--- src/rtl/phy_regbank_pkg.sv ---
package phy_regbank_pkg;

    // Number of control words and the stored width of each
    localparam int NUM_CTRL  = 7;
    localparam int STORE_W   = 16;

    // Byte offset of the status word
    localparam int STATUS_OFS = 32'h20;

    // Word indices that carry decoded fields
    localparam int IDX_TIMING = 0;
    localparam int IDX_POWER  = 6;

    // Field positions inside the power word
    localparam int PWR_BIT    = 0;
    localparam int DLLEN_BIT  = 1;
    localparam int IMP_LSB    = 4;
    localparam int IMP_W      = 3;

    // Field positions inside the timing word
    localparam int OTSEL_LSB  = 7;
    localparam int OTSEL_W    = 4;
    localparam int OTEN_BIT   = 11;
    localparam int BAND_LSB   = 12;
    localparam int BAND_W     = 2;

    // Field positions inside the status word
    localparam int CAL_BIT    = 6;
    localparam int LOCK_BIT   = 5;

    typedef enum logic [1:0] {
        HIT_NONE   = 2'd0,
        HIT_CTRL   = 2'd1,
        HIT_STATUS = 2'd2
    } hit_kind_t;

endpackage

--- src/rtl/regbank_decode.sv ---
module regbank_decode
    import phy_regbank_pkg::*;
#(
    parameter int ADDR_W = 6,
    parameter int N_WORDS = NUM_CTRL,
    localparam int IDX_W = $clog2(N_WORDS),
    localparam int WORD_W = ADDR_W - 2
) (
    input  logic [ADDR_W-1:0] addr,
    output hit_kind_t         kind,
    output logic [IDX_W-1:0]  idx
);

    localparam logic [WORD_W-1:0] LIMIT_WORD  = WORD_W'(N_WORDS);
    localparam logic [WORD_W-1:0] STATUS_WORD = WORD_W'(STATUS_OFS / 4);

    logic [WORD_W-1:0] word;
    logic              aligned;

    always_comb begin
        word    = addr[ADDR_W-1:2];
        aligned = (addr[1:0] == 2'b00);
        idx     = word[IDX_W-1:0];
        kind    = HIT_NONE;
        if (aligned) begin
            unique case (1'b1)
                (word < LIMIT_WORD):   kind = HIT_CTRL;
                (word == STATUS_WORD): kind = HIT_STATUS;
                default:               kind = HIT_NONE;
            endcase
        end
    end

endmodule

--- src/rtl/masked_field_reg.sv ---
module masked_field_reg #(
    parameter int W = 16
) (
    input  logic         clk,
    input  logic         rst,
    input  logic         we,
    input  logic [W-1:0] data,
    input  logic [W-1:0] mask,
    output logic [W-1:0] q
);

    logic [W-1:0] q_next;

    always_comb begin
        q_next = q;
        if (we) begin
            q_next = (q & ~mask) | (data & mask);
        end
    end

    always_ff @(posedge clk) begin
        if (rst) begin
            q <= '0;
        end else begin
            q <= q_next;
        end
    end

endmodule

--- src/rtl/regbank_rdmux.sv ---
module regbank_rdmux
    import phy_regbank_pkg::*;
#(
    parameter int N_WORDS = NUM_CTRL,
    parameter int W = STORE_W,
    localparam int IDX_W = $clog2(N_WORDS)
) (
    input  hit_kind_t        kind,
    input  logic [IDX_W-1:0] idx,
    input  logic [W-1:0]     words [N_WORDS],
    input  logic             cal_done,
    input  logic             dll_ready,
    output logic [W-1:0]     value
);

    logic [W-1:0] ctrl_val;
    logic [W-1:0] stat_val;

    always_comb begin
        ctrl_val = '0;
        for (int i = 0; i < N_WORDS; i++) begin
            if (idx == IDX_W'(i)) begin
                ctrl_val = words[i];
            end
        end
    end

    always_comb begin
        stat_val           = '0;
        stat_val[CAL_BIT]  = cal_done;
        stat_val[LOCK_BIT] = dll_ready;
    end

    always_comb begin
        unique case (kind)
            HIT_CTRL:   value = ctrl_val;
            HIT_STATUS: value = stat_val;
            default:    value = '0;
        endcase
    end

endmodule

--- src/rtl/phy_ctl_regbank.sv ---
module phy_ctl_regbank
    import phy_regbank_pkg::*;
#(
    parameter int ADDR_W = 6,
    parameter int DATA_W = 32,
    localparam int HALF_W = DATA_W / 2,
    localparam int IDX_W = $clog2(NUM_CTRL)
) (
    input  logic                 clk,
    input  logic                 rst,
    input  logic [ADDR_W-1:0]    bus_addr,
    input  logic [DATA_W-1:0]    bus_wdata,
    input  logic                 bus_wr,
    input  logic                 bus_rd,
    output logic [DATA_W-1:0]    bus_rdata,
    input  logic                 cal_done_i,
    input  logic                 dll_ready_i,
    output logic                 pwr_on_o,
    output logic                 dll_en_o,
    output logic [IMP_W-1:0]     drv_imp_o,
    output logic [BAND_W-1:0]    dll_band_o,
    output logic                 otap_en_o,
    output logic [OTSEL_W-1:0]   otap_sel_o
);

    hit_kind_t         kind;
    logic [IDX_W-1:0]  idx;
    logic [HALF_W-1:0] wr_data;
    logic [HALF_W-1:0] wr_mask;
    logic [HALF_W-1:0] ctrl_q [NUM_CTRL];
    logic [HALF_W-1:0] rd_value;

    assign wr_data = bus_wdata[HALF_W-1:0];
    assign wr_mask = bus_wdata[DATA_W-1:HALF_W];

    regbank_decode #(
        .ADDR_W  (ADDR_W),
        .N_WORDS (NUM_CTRL)
    ) decode_i (
        .addr (bus_addr),
        .kind (kind),
        .idx  (idx)
    );

    for (genvar g = 0; g < NUM_CTRL; g++) begin : g_word
        logic sel;
        assign sel = bus_wr && (kind == HIT_CTRL) && (idx == IDX_W'(g));
        masked_field_reg #(
            .W (HALF_W)
        ) word_i (
            .clk  (clk),
            .rst  (rst),
            .we   (sel),
            .data (wr_data),
            .mask (wr_mask),
            .q    (ctrl_q[g])
        );
    end

    regbank_rdmux #(
        .N_WORDS (NUM_CTRL),
        .W       (HALF_W)
    ) rdmux_i (
        .kind      (kind),
        .idx       (idx),
        .words     (ctrl_q),
        .cal_done  (cal_done_i),
        .dll_ready (dll_ready_i),
        .value     (rd_value)
    );

    always_ff @(posedge clk) begin
        if (rst) begin
            bus_rdata <= '0;
        end else if (bus_rd) begin
            bus_rdata <= {{(DATA_W-HALF_W){1'b0}}, rd_value};
        end
    end

    assign pwr_on_o   = ctrl_q[IDX_POWER][PWR_BIT];
    assign dll_en_o   = ctrl_q[IDX_POWER][DLLEN_BIT];
    assign drv_imp_o  = ctrl_q[IDX_POWER][IMP_LSB +: IMP_W];
    assign dll_band_o = ctrl_q[IDX_TIMING][BAND_LSB +: BAND_W];
    assign otap_en_o  = ctrl_q[IDX_TIMING][OTEN_BIT];
    assign otap_sel_o = ctrl_q[IDX_TIMING][OTSEL_LSB +: OTSEL_W];

endmodule

--- config.mk ---
export PLATFORM = sky130hd
export DESIGN_NAME = phy_ctl_regbank
export DESIGN_NICKNAME = d
export VERILOG_FILES = /design/src/rtl/phy_regbank_pkg.sv /design/src/rtl/regbank_decode.sv /design/src/rtl/masked_field_reg.sv /design/src/rtl/regbank_rdmux.sv /design/src/rtl/phy_ctl_regbank.sv
export SDC_FILE = /design/constraint.sdc
export NUM_CORES = 1
export LEC_CHECK = 0
export BUFFER_PORTS_ARGS = -buffer_cell sky130_fd_sc_hd__buf_2
export CAP_MARGIN = 20
export CORE_UTILIZATION = 59
export DETAILED_ROUTE_END_ITERATION = 12
export PLACE_DENSITY_LB_ADDON = 0.12
export REMOVE_ABC_BUFFERS = 1
export SETUP_SLACK_MARGIN = 0.2
export SYNTH_ARGS = -nofsm -noshare
export SYNTH_HDL_FRONTEND = slang
export SYNTH_HIERARCHICAL = 1
export SYNTH_SLANG_ARGS = --single-unit
export TNS_END_PERCENT = 1
--- constraint.sdc ---
create_clock -name clk -period 2.7 [get_ports clk]
set_clock_uncertainty 0.2 [all_clocks]
set_input_delay 0.54 -clock clk [delete_from_list [all_inputs] [get_ports clk]]
set_output_delay 0.54 -clock clk [all_outputs]
set_load 0.02 [all_outputs]
==> results of run 1 <==
## per-layer routing
layer  share of wire [%]  vias to the layer above  global-route usage (%)
met5                   0                        -                       0
met4                 1.6                        0                   10.81
met3                 6.4                       31                   7.512
met2                  47                      237                   50.58
met1                  45                     3022                   40.48
li1                    -                     2891                       -
## through the flow
step | hold WS [ns] | setup TNS [ns] | setup slack [ns] | utilization [%]
after CTS | 0.2056 | 0 | 0.4095 | 68.95
after floorplan | 0.3386 | -43.46 | -0.8828 | -
final | 0.2151 | 0 | 0.3642 | 68.95
after global routing | 0.2198 | 0 | 0.2627 | 68.95
after global placement | 0.2672 | 0 | 0.04511 | 63.99
after detailed placement | 0.2772 | -0.07949 | -0.04422 | 63.99
## critical path, delay by kind of cell
family	cells	cell delay, ns
AOI/OAI and AO/OA	3	0.62
adders and majority gates	1	0.32
buffers and inverters	3	0.42
muxes	1	0.10
and+or+nand+nor	3	0.51
## cells by family after synthesis
family                     after synthesis  share of synthesized area, %
DFF                                    128                         36.23
and+or+nand+nor                        174                         12.88
adders and majority gates                2                        0.3538
muxes                                   32                         4.812
buffers and inverters                   83                         8.563
other                                    1                       0.05303
AOI/OAI and AO/OA                      347                         37.10
## cell usage after synthesis, drive strengths merged
cell | number | area, um^2
nor2b | 4 | 25.02
mux2i | 16 | 160.2
inv | 2 | 7.510
nand3 | 117 | 585.6
mux2 | 16 | 180.2
and4 | 2 | 17.52
nand2b | 17 | 106.4
a21oi | 156 | 964.7
or2 | 1 | 8.760
ha | 2 | 25.02
clkbuf | 17 | 72.57
a22oi | 16 | 160.2
a22o | 14 | 122.6
and2b | 1 | 7.510
a21bo | 112 | 1121
dfxtp | 128 | 2562
a311oi | 1 | 15.01
buf | 64 | 525.5
or3b | 2 | 20.02
nor2 | 21 | 78.83
nor4 | 1 | 12.51
conb | 1 | 3.750
nand2 | 3 | 11.26
nand3b | 3 | 22.52
nor3 | 2 | 15.01
o21ai | 48 | 240.2
## cell type report
type	count	area share, %
flip-flops and latches	128	32.14
well taps	143	2.244
clock buffers	18	5.382
multi-input cells	571	49.96
clock inverters	14	1.804
repair buffers	104	8.379
inverters	2	0.09415
## worst max-delay path by stage
| stage | start | endpoint | slack [ns] | depth (start not counted) |
|---|---|---|---|---|
| 6_report | bus_addr[1] | bus_rdata[5] | 0.36 | 11 |
| 5_1_grt | bus_addr[1] | bus_rdata[5] | 0.26 | 11 |
| 4_1_cts | bus_addr[1] | bus_rdata[5] | 0.41 | 11 |
| 2_1_floorplan | bus_addr[1] | flip-flop | -0.88 | 6 |
| 3_3_place_gp | bus_addr[1] | bus_rdata[5] | 0.05 | 11 |
| 3_5_place_dp | bus_addr[1] | bus_rdata[5] | -0.04 | 11 |
## power by group through the flow
stage	clock (W)	combinational (W)	sequential (W)
global placement	0	0.000326	0.00194
finish	0.00224	0.000343	0.00190
CTS	0.00227	0.000335	0.00190
detailed placement	0	0.000334	0.00194
floorplan	0	0.000100	0.00194
global route	0.00235	0.000366	0.00189
==> impl_metrics.csv, run 1 <==
group,metric,value,unit
status,status,"finished with violations",
status,violations,"DRC",
drt,first_pass_iters,11,
min_path,hold_class,"in -> reg",
layout,drive_gt1_share,27.84,%
global_routing,gr-total-overflow,0,
sta,tightest_slew,0.7236,ns
layout,area_growth,12.76,%
sta,rsz0062_at_grt,"false",
global_routing,grt_pass1_wl,30480,um
cts,cts_tree,"built",
layout,layout_commonest_cell,"dfxtp_1",
cts,cts_sinks,128,
global_routing,grt_max_degree,69,
cts,cts_resized,0,
critical_path,critical_path.cell_chain,"buf_2, or2_4, a311oi_2, inv_1, ha_1, nor2b_1, buf_4, o21ai_0, a22oi_1, mux2i_1, nor2_1",
synthesis,ys_ff_latch,128,
die,core-area,11560,um^2
layout,num-nets-final,870,
place,postPlaceCellArea,7401,um^2
layout,finalNonFillerCells,980,
pwr,p_int,0.003338,W
drt,vias,6181,
sta,fmaxAchievable,428.1,MHz
layout,antenna_cells,0,
sta,layout_min_cycle_time,2.336,ns
layout,layout_common_cells,"dfxtp_1 (128), nand3_1 (117), a21oi_1 (107)",
critical_path,worst_path_max_delay_cell,"ha_1",
critical_path,cp.arrival,2.51,ns
die,dieArea,12430,um^2
run,maxCapViolations,0,
sta,hold_violations,0,
pwr,finalPower,0.004483,W
global_routing,track_usage,31.15,%
synthesis,synth_area,7072,um^2
layout,seq_area,2562,um^2
pwr,peakVddDrop,0.5063,mV
die,boundaryPins,88,
cts,clock_latency,0.44,ns
die,rows,39,
pwr,swShare,25.54,%
place,gp_congestion,0.8101,
drt,wl_per_cell,18.95,um
drt,drt_iter0_drc,521,
layout,final_area,7974,um^2
synthesis,avgSynthCellArea,9.220,um^2
min_path,min_path_cells,3,
critical_path,r2r_setup_slack,1.31,ns
synthesis,synthCells,767,
pwr,combPwrFrac,7.7,%
die,initial_core_util,61.15,%
critical_path,setup.worst_path.start_class,"input pin",
drt,viasPerCell,6.307,
min_path,hold_start,"bus_wdata[3]",
cts,holdBufCountCts,0,
pwr,powerDensity,562.2,nW/um^2
cts,cts_buffers,17,
critical_path,worstPathMaxFanout,10,
layout,multi_input_area,3984,um^2
cts,cts_root_buffer,"clkbuf_16",
synthesis,ys_warn_count,6,
pwr,cellLeakagePower,2.897,nW
global_routing,grt_pass1_vias,5968,
critical_path,required,2.87,ns
critical_path,end_kind,"flip-flop",
global_routing,antenna_found_initial,0,
synthesis,ys_types,35,
drt,ant_nets,0,
cts,post-cts-setup-buffer-count,0,
pwr,pwr-share-seq,42.3,%
sta,finalSetupViolations,0,
critical_path,ff2ff_path_depth,5,
cts,clk_pin_slew,0.06,ns
place,placed_cells,948,
critical_path,timing_worst_setup_path_type,"in -> reg",
cts,cts_max_level,4,
sta,slew_viol_final,0,
synthesis,ys_seq_area_share,36.23,%
die,die_w,111.5,um
sta,fin_crit_sh,86.51,%
place,port_buffers,71,
critical_path,r2r-end,"bus_rdata[0]",
pwr,clkPwrFrac,50.1,%
die,die_y,111.5,um
pwr,power.switching,0.001145,W
place,hpwl,11280,um
drt,routed_wl,18570,um
drt,drc,9,
layout,fill_cells,921,
critical_path,cpPeakStageDelay,0.32,ns
sta,relSlewSlack,51.76,%
cts,clock_path_buffers,2,
(Power assumes the default switching activity.)
==> inputs of run 2 (changes only) <==
--- a/config.mk
+++ b/config.mk
@@ -7,9 +7,10 @@
 export LEC_CHECK = 0
 export BUFFER_PORTS_ARGS = -buffer_cell sky130_fd_sc_hd__buf_2
 export CAP_MARGIN = 20
+export CORE_MARGIN = 8
 export CORE_UTILIZATION = 59
 export DETAILED_ROUTE_END_ITERATION = 12
-export PLACE_DENSITY_LB_ADDON = 0.12
+export PLACE_DENSITY = 0.82
 export REMOVE_ABC_BUFFERS = 1
 export SETUP_SLACK_MARGIN = 0.2
 export SYNTH_ARGS = -nofsm -noshare
==> run 2 against run 1 <==
The run now ends clean. Via count rose by 1.8%. Count of clock-buffer cells in the layout grew 2. Worst setup slack lost 0.070 ns. Die area is 27% higher. Sequential power barely moved. Sequential cell count is the same. Critical endpoint is now bus_rdata[6]. Largest cell class unchanged. Largest power group unchanged. Highest routed layer unchanged.
==> impl_metrics.csv, run 2 (synthesis results as in run 1) <==
group,metric,value,unit
cts,cts_buffers,17,
global_routing,grt_pass1_vias,6173,
run,maxCapViolations,0,
place,gp_congestion,0.8376,
drt,drc,0,
cts,clock_path_buffers,2,
critical_path,worstPathMaxFanout,2,
drt,routed_wl,19480,um
critical_path,timing_worst_setup_path_type,"in -> reg",
drt,first_pass_iters,5,
global_routing,grt_max_degree,129,
sta,layout_min_cycle_time,2.405,ns
pwr,peakVddDrop,0.8103,mV
die,boundaryPins,88,
layout,layout_common_cells,"dfxtp_1 (128), nand3_1 (117), a21oi_1 (107)",
die,rows,40,
layout,num-nets-final,879,
layout,drive_gt1_share,28.96,%
layout,layout_commonest_cell,"dfxtp_1",
critical_path,cp.arrival,2.54,ns
cts,cts_tree,"built",
cts,holdBufCountCts,0,
sta,relSlewSlack,47.22,%
global_routing,gr-total-overflow,0,
global_routing,track_usage,24.07,%
sta,rsz0062_at_grt,"false",
cts,cts_max_level,4,
sta,slew_viol_final,0,
drt,ant_nets,0,
critical_path,required,2.84,ns
die,die_y,125.5,um
layout,seq_area,2562,um^2
sta,hold_violations,0,
cts,cts_root_buffer,"clkbuf_16",
die,dieArea,15750,um^2
layout,fill_cells,898,
layout,multi_input_area,4013,um^2
place,port_buffers,71,
sta,fmaxAchievable,415.7,MHz
pwr,cellLeakagePower,2.969,nW
layout,antenna_cells,0,
die,core-area,11860,um^2
pwr,powerDensity,573.4,nW/um^2
global_routing,grt_pass1_wl,31230,um
sta,finalSetupViolations,0,
drt,drt_iter0_drc,618,
sta,fin_crit_sh,89.09,%
critical_path,end_kind,"flip-flop",
layout,area_growth,14.38,%
die,die_w,125.5,um
drt,viasPerCell,6.338,
place,hpwl,12470,um
drt,vias,6294,
cts,clock_latency,0.42,ns
critical_path,setup.worst_path.start_class,"input pin",
global_routing,antenna_found_initial,0,
sta,tightest_slew,0.7917,ns
sta,fin_tns_setup,0,ns
cts,cts_sinks,128,
cts,clk_pin_slew,0.05,ns
min_path,hold_class,"in -> reg",
drt,wl_per_cell,19.62,um
status,status,"completed",
pwr,finalPower,0.004638,W
die,initial_core_util,59.62,%
==> run 2: repair_timing <==
action	4_1_cts	5_1_grt
setup buffers	0	0
endpoints found under the hold margin	0	0
setup endpoints to repair	0	2
resized for setup	0	4
==> run 2: per-stage QoR <==
stage          cells  hold WS [ns]  area (um^2)  setup slack [ns]  util [%]
2_1_floorplan    701        0.3386         6530           -0.8828         -
3_3_place_gp     961        0.2688         7451          -0.02047     62.82
3_5_place_dp     961        0.2764         7451          -0.06538     62.82
4_1_cts          993        0.2214         8063            0.2584     67.97
5_1_grt          993        0.2341         8089            0.2668     68.20
6_report         993        0.2330         8089            0.2946     68.20
==> run 2: path summary, 6_finish.rpt <==
kind | startpoint | end | slack [ns] | cells after the start
worst max-delay path | bus_addr[1] | bus_rdata[6] | 0.29 | 12
worst min-delay path | bus_wdata[11] | flip-flop | 0.23 | 3
worst max register to register | flip-flop | bus_rdata[15] | 1.23 | 5
worst min register to register | bus_rdata[3] | bus_rdata[3] | 0.29 | 2
==> run 2: layout make-up <==
type,count,share of cell area [%]
flip-flops and latches,128,31.68
well taps,147,2.274
repair buffers,113,8.786
inverters,2,0.09281
multi-input cells,571,49.61
clock inverters,12,2.042
clock buffers,20,5.522
==> run 2: power by group <==
part	total, W	internal, W	switching, W
Combinational	0.000351	0.0000986	0.000252
Sequential	0.00190	0.00189	0.00000232
Clock	0.00239	0.00156	0.000835
Total	0.00464	0.00355	0.00109
==> run 2: critical path, stage by stage <==
cell	delay, ns
buf_2	0.09
or2_4	0.26
a311oi_2	0.25
inv_1	0.15
ha_4	0.28
buf_4	0.13
nor2b_2	0.15
nand2_1	0.09
and4_1	0.15
a22oi_1	0.18
mux2i_1	0.12
nor2_1	0.15
==> run 2: routing by layer <==
| layer | track usage, % | vias up | share of wire, % |
|---|---|---|---|
| met2 | 38.87 | 309 | 47 |
| met5 | 0 | - | 0 |
| met1 | 29.85 | 3041 | 42 |
| met3 | 6.502 | 42 | 8.6 |
| met4 | 9.456 | 0 | 2.3 |
| li1 | - | 2902 | - |
==> inputs of run 3 (changes only) <==
--- a/config.mk
+++ b/config.mk
@@ -10,7 +10,7 @@
 export CORE_MARGIN = 8
 export CORE_UTILIZATION = 59
 export DETAILED_ROUTE_END_ITERATION = 12
-export PLACE_DENSITY = 0.82
+export PLACE_DENSITY = 0.85
 export REMOVE_ABC_BUFFERS = 1
 export SETUP_SLACK_MARGIN = 0.2
 export SYNTH_ARGS = -nofsm -noshare
==> run 3 against run 2 <==
Sequential cell count stayed put. Register-to-register slack got worse by 0.05 ns. Count of clock-buffer cells in the layout grew 6. Combinational power fell by 2%. Sequential share of layout area increased by 0.28 points. Global-route usage fell by 0.77 points. First-iteration DRC count is 12% higher. Cell area fell by 0.88%. Critical path depth decreased by 4. Maximum frequency up 6.3%. Largest cell class unchanged. Largest power group unchanged.
==> impl_metrics.csv, run 3 (synthesis results as in run 1) <==
group,metric,value,unit
status,status,"completed",
cts,post-cts-setup-buffer-count,0,
global_routing,antenna_found_initial,0,
die,core-area,11860,um^2
die,dieArea,15750,um^2
critical_path,cp-startpoint,"bus_addr[1]",
pwr,finalPower,0.004616,W
place,hpwl,11430,um
global_routing,gr-total-overflow,0,
sta,rsz0062_at_grt,"false",
pwr,power.switching,0.001060,W
place,postPlaceCellArea,7408,um^2
layout,fill_cells,881,
critical_path,cpPeakStageDelay,0.48,ns
sta,worst_slack,0.4375,ns
cts,cts_sinks,128,
die,boundaryPins,88,
cts,cts_buffers,17,
cts,cts_max_level,4,
drt,first_pass_iters,5,
global_routing,grt_max_degree,47,
cts,holdBufCountCts,0,
pwr,peakVddDrop,0.4487,mV
die,initial_core_util,59.62,%
critical_path,setup.worst_path.start_class,"input pin",
critical_path,critical_path.cell_chain,"buf_2, or2_4, a311oi_2, or3b_4, nor2_2, buf_4, a21bo_1, a21oi_1",
drt,ant_nets,0,
drt,drc,0,
pwr,powerDensity,575.8,nW/um^2
place,gp_congestion,0.7970,
layout,seq_area,2562,um^2
layout,final_area,8018,um^2
pwr,p_int,0.003556,W
sta,tightest_slew,0.6393,ns
run,maxCapViolations,0,
place,place_ws,0.04153,ns
global_routing,grt_pass1_vias,5950,
pwr,cellLeakagePower,2.934,nW
place,port_buffers,71,
pwr,swShare,22.97,%
drt,drt_iter0_drc,693,
pwr,clkPwrFrac,51.5,%
sta,layout_min_cycle_time,2.263,ns
sta,fin_crit_sh,83.80,%
die,die_y,125.5,um
die,rows,40,
sta,slew_viol_final,0,
layout,layout_common_cells,"dfxtp_1 (128), nand3_1 (117), a21oi_1 (107)",
layout,area_growth,13.38,%
cts,cts_tree,"built",
critical_path,required,2.78,ns
die,die_w,125.5,um
global_routing,grt_pass1_wl,30370,um
min_path,hold_start,"bus_wdata[10]",
layout,drive_gt1_share,27.57,%
cts,clock_latency,0.42,ns
cts,cts_root_buffer,"clkbuf_16",
critical_path,worst_path_max_delay_cell,"or3b_4",
critical_path,end_kind,"flip-flop",
drt,wl_per_cell,18.75,um
cts,clk_pin_slew,0.06,ns
critical_path,worstPathMaxFanout,18,
layout,multi_input_area,3984,um^2
cts,cts_resized,0,
sta,fmaxAchievable,442.0,MHz
min_path,hold_class,"in -> reg",
layout,num-nets-final,872,
sta,hold_violations,0,
sta,holdWs,0.2348,ns
drt,vias,6176,
pwr,combPwrFrac,7.5,%
layout,antenna_cells,0,
layout,layout_commonest_cell,"dfxtp_1",
global_routing,track_usage,23.30,%
critical_path,cp.arrival,2.34,ns
cts,clock_path_buffers,2,
sta,relSlewSlack,57.38,%
pwr,pwr-share-seq,41.1,%
critical_path,timing_worst_setup_path_type,"in -> reg",
sta,finalSetupViolations,0,
drt,viasPerCell,6.270,
drt,routed_wl,18470,um
==> run 3: changes by cell type in the layout (fill, tap and decap cells not counted), moves of 2 or more <==
cell	before	now
buf_4	40	32
clkinvlp_4	2	0
nor2b_2	3	0
clkbuf_1	2	4
clkinv_2	6	2
nor2b_1	1	4
clkbuf_8	1	5
==> run 3: routing by layer <==
| layer | up-vias | track usage (%) | wire [um] |
|---|---|---|---|
| met4 | 0 | 10.17 | 414 |
| met3 | 36 | 6.757 | 1451 |
| met2 | 251 | 36.55 | 8580 |
| met5 | - | 0 | 0 |
| met1 | 2994 | 29.11 | 8027 |
| li1 | 2895 | - | - |
==> run 3: final cells by class <==
class	count	area share [%]
multi-input cells	571	49.69
inverters	2	0.09363
clock inverters	5	1.248
flip-flops and latches	128	31.96
well taps	147	2.294
repair buffers	106	8.365
clock buffers	26	6.351
==> run 3: per-stage QoR <==
| stage | instances | setup TNS (ns) | utilization, % |
|---|---|---|---|
| CTS | 985 | 0 | 67.59 |
| detailed placement | 954 | 0 | 62.46 |
| finish | 985 | 0 | 67.59 |
| global route | 985 | 0 | 67.59 |
| floorplan | 701 | -43.46 | - |
| global placement | 954 | 0 | 62.46 |
==> run 3: path summary, 6_finish.rpt <==
| kind | endpoint | depth (start not counted) | slack (ns) |
|---|---|---|---|
| min reg2reg | bus_rdata[0] | 2 | 0.29 |
| max | flip-flop | 8 | 0.44 |
| min | flip-flop | 3 | 0.23 |
| max reg2reg | bus_rdata[12] | 5 | 1.18 |
==> run 3: worst max-delay path: cells and delay by family <==
family | cells | cell delay, ns
simple gates | 3 | 0.94
buf+inv | 2 | 0.38
compound gates | 3 | 0.46
==> run 3: power by group through the flow <==
| stage | clock [W] | sequential (W) | combinational, W |
|---|---|---|---|
| detailed placement | 0 | 0.00194 | 0.000331 |
| floorplan | 0 | 0.00194 | 0.000100 |
| global route | 0.00247 | 0.00190 | 0.000365 |
| finish | 0.00238 | 0.00190 | 0.000345 |
| CTS | 0.00239 | 0.00190 | 0.000335 |
| global placement | 0 | 0.00194 | 0.000327 |
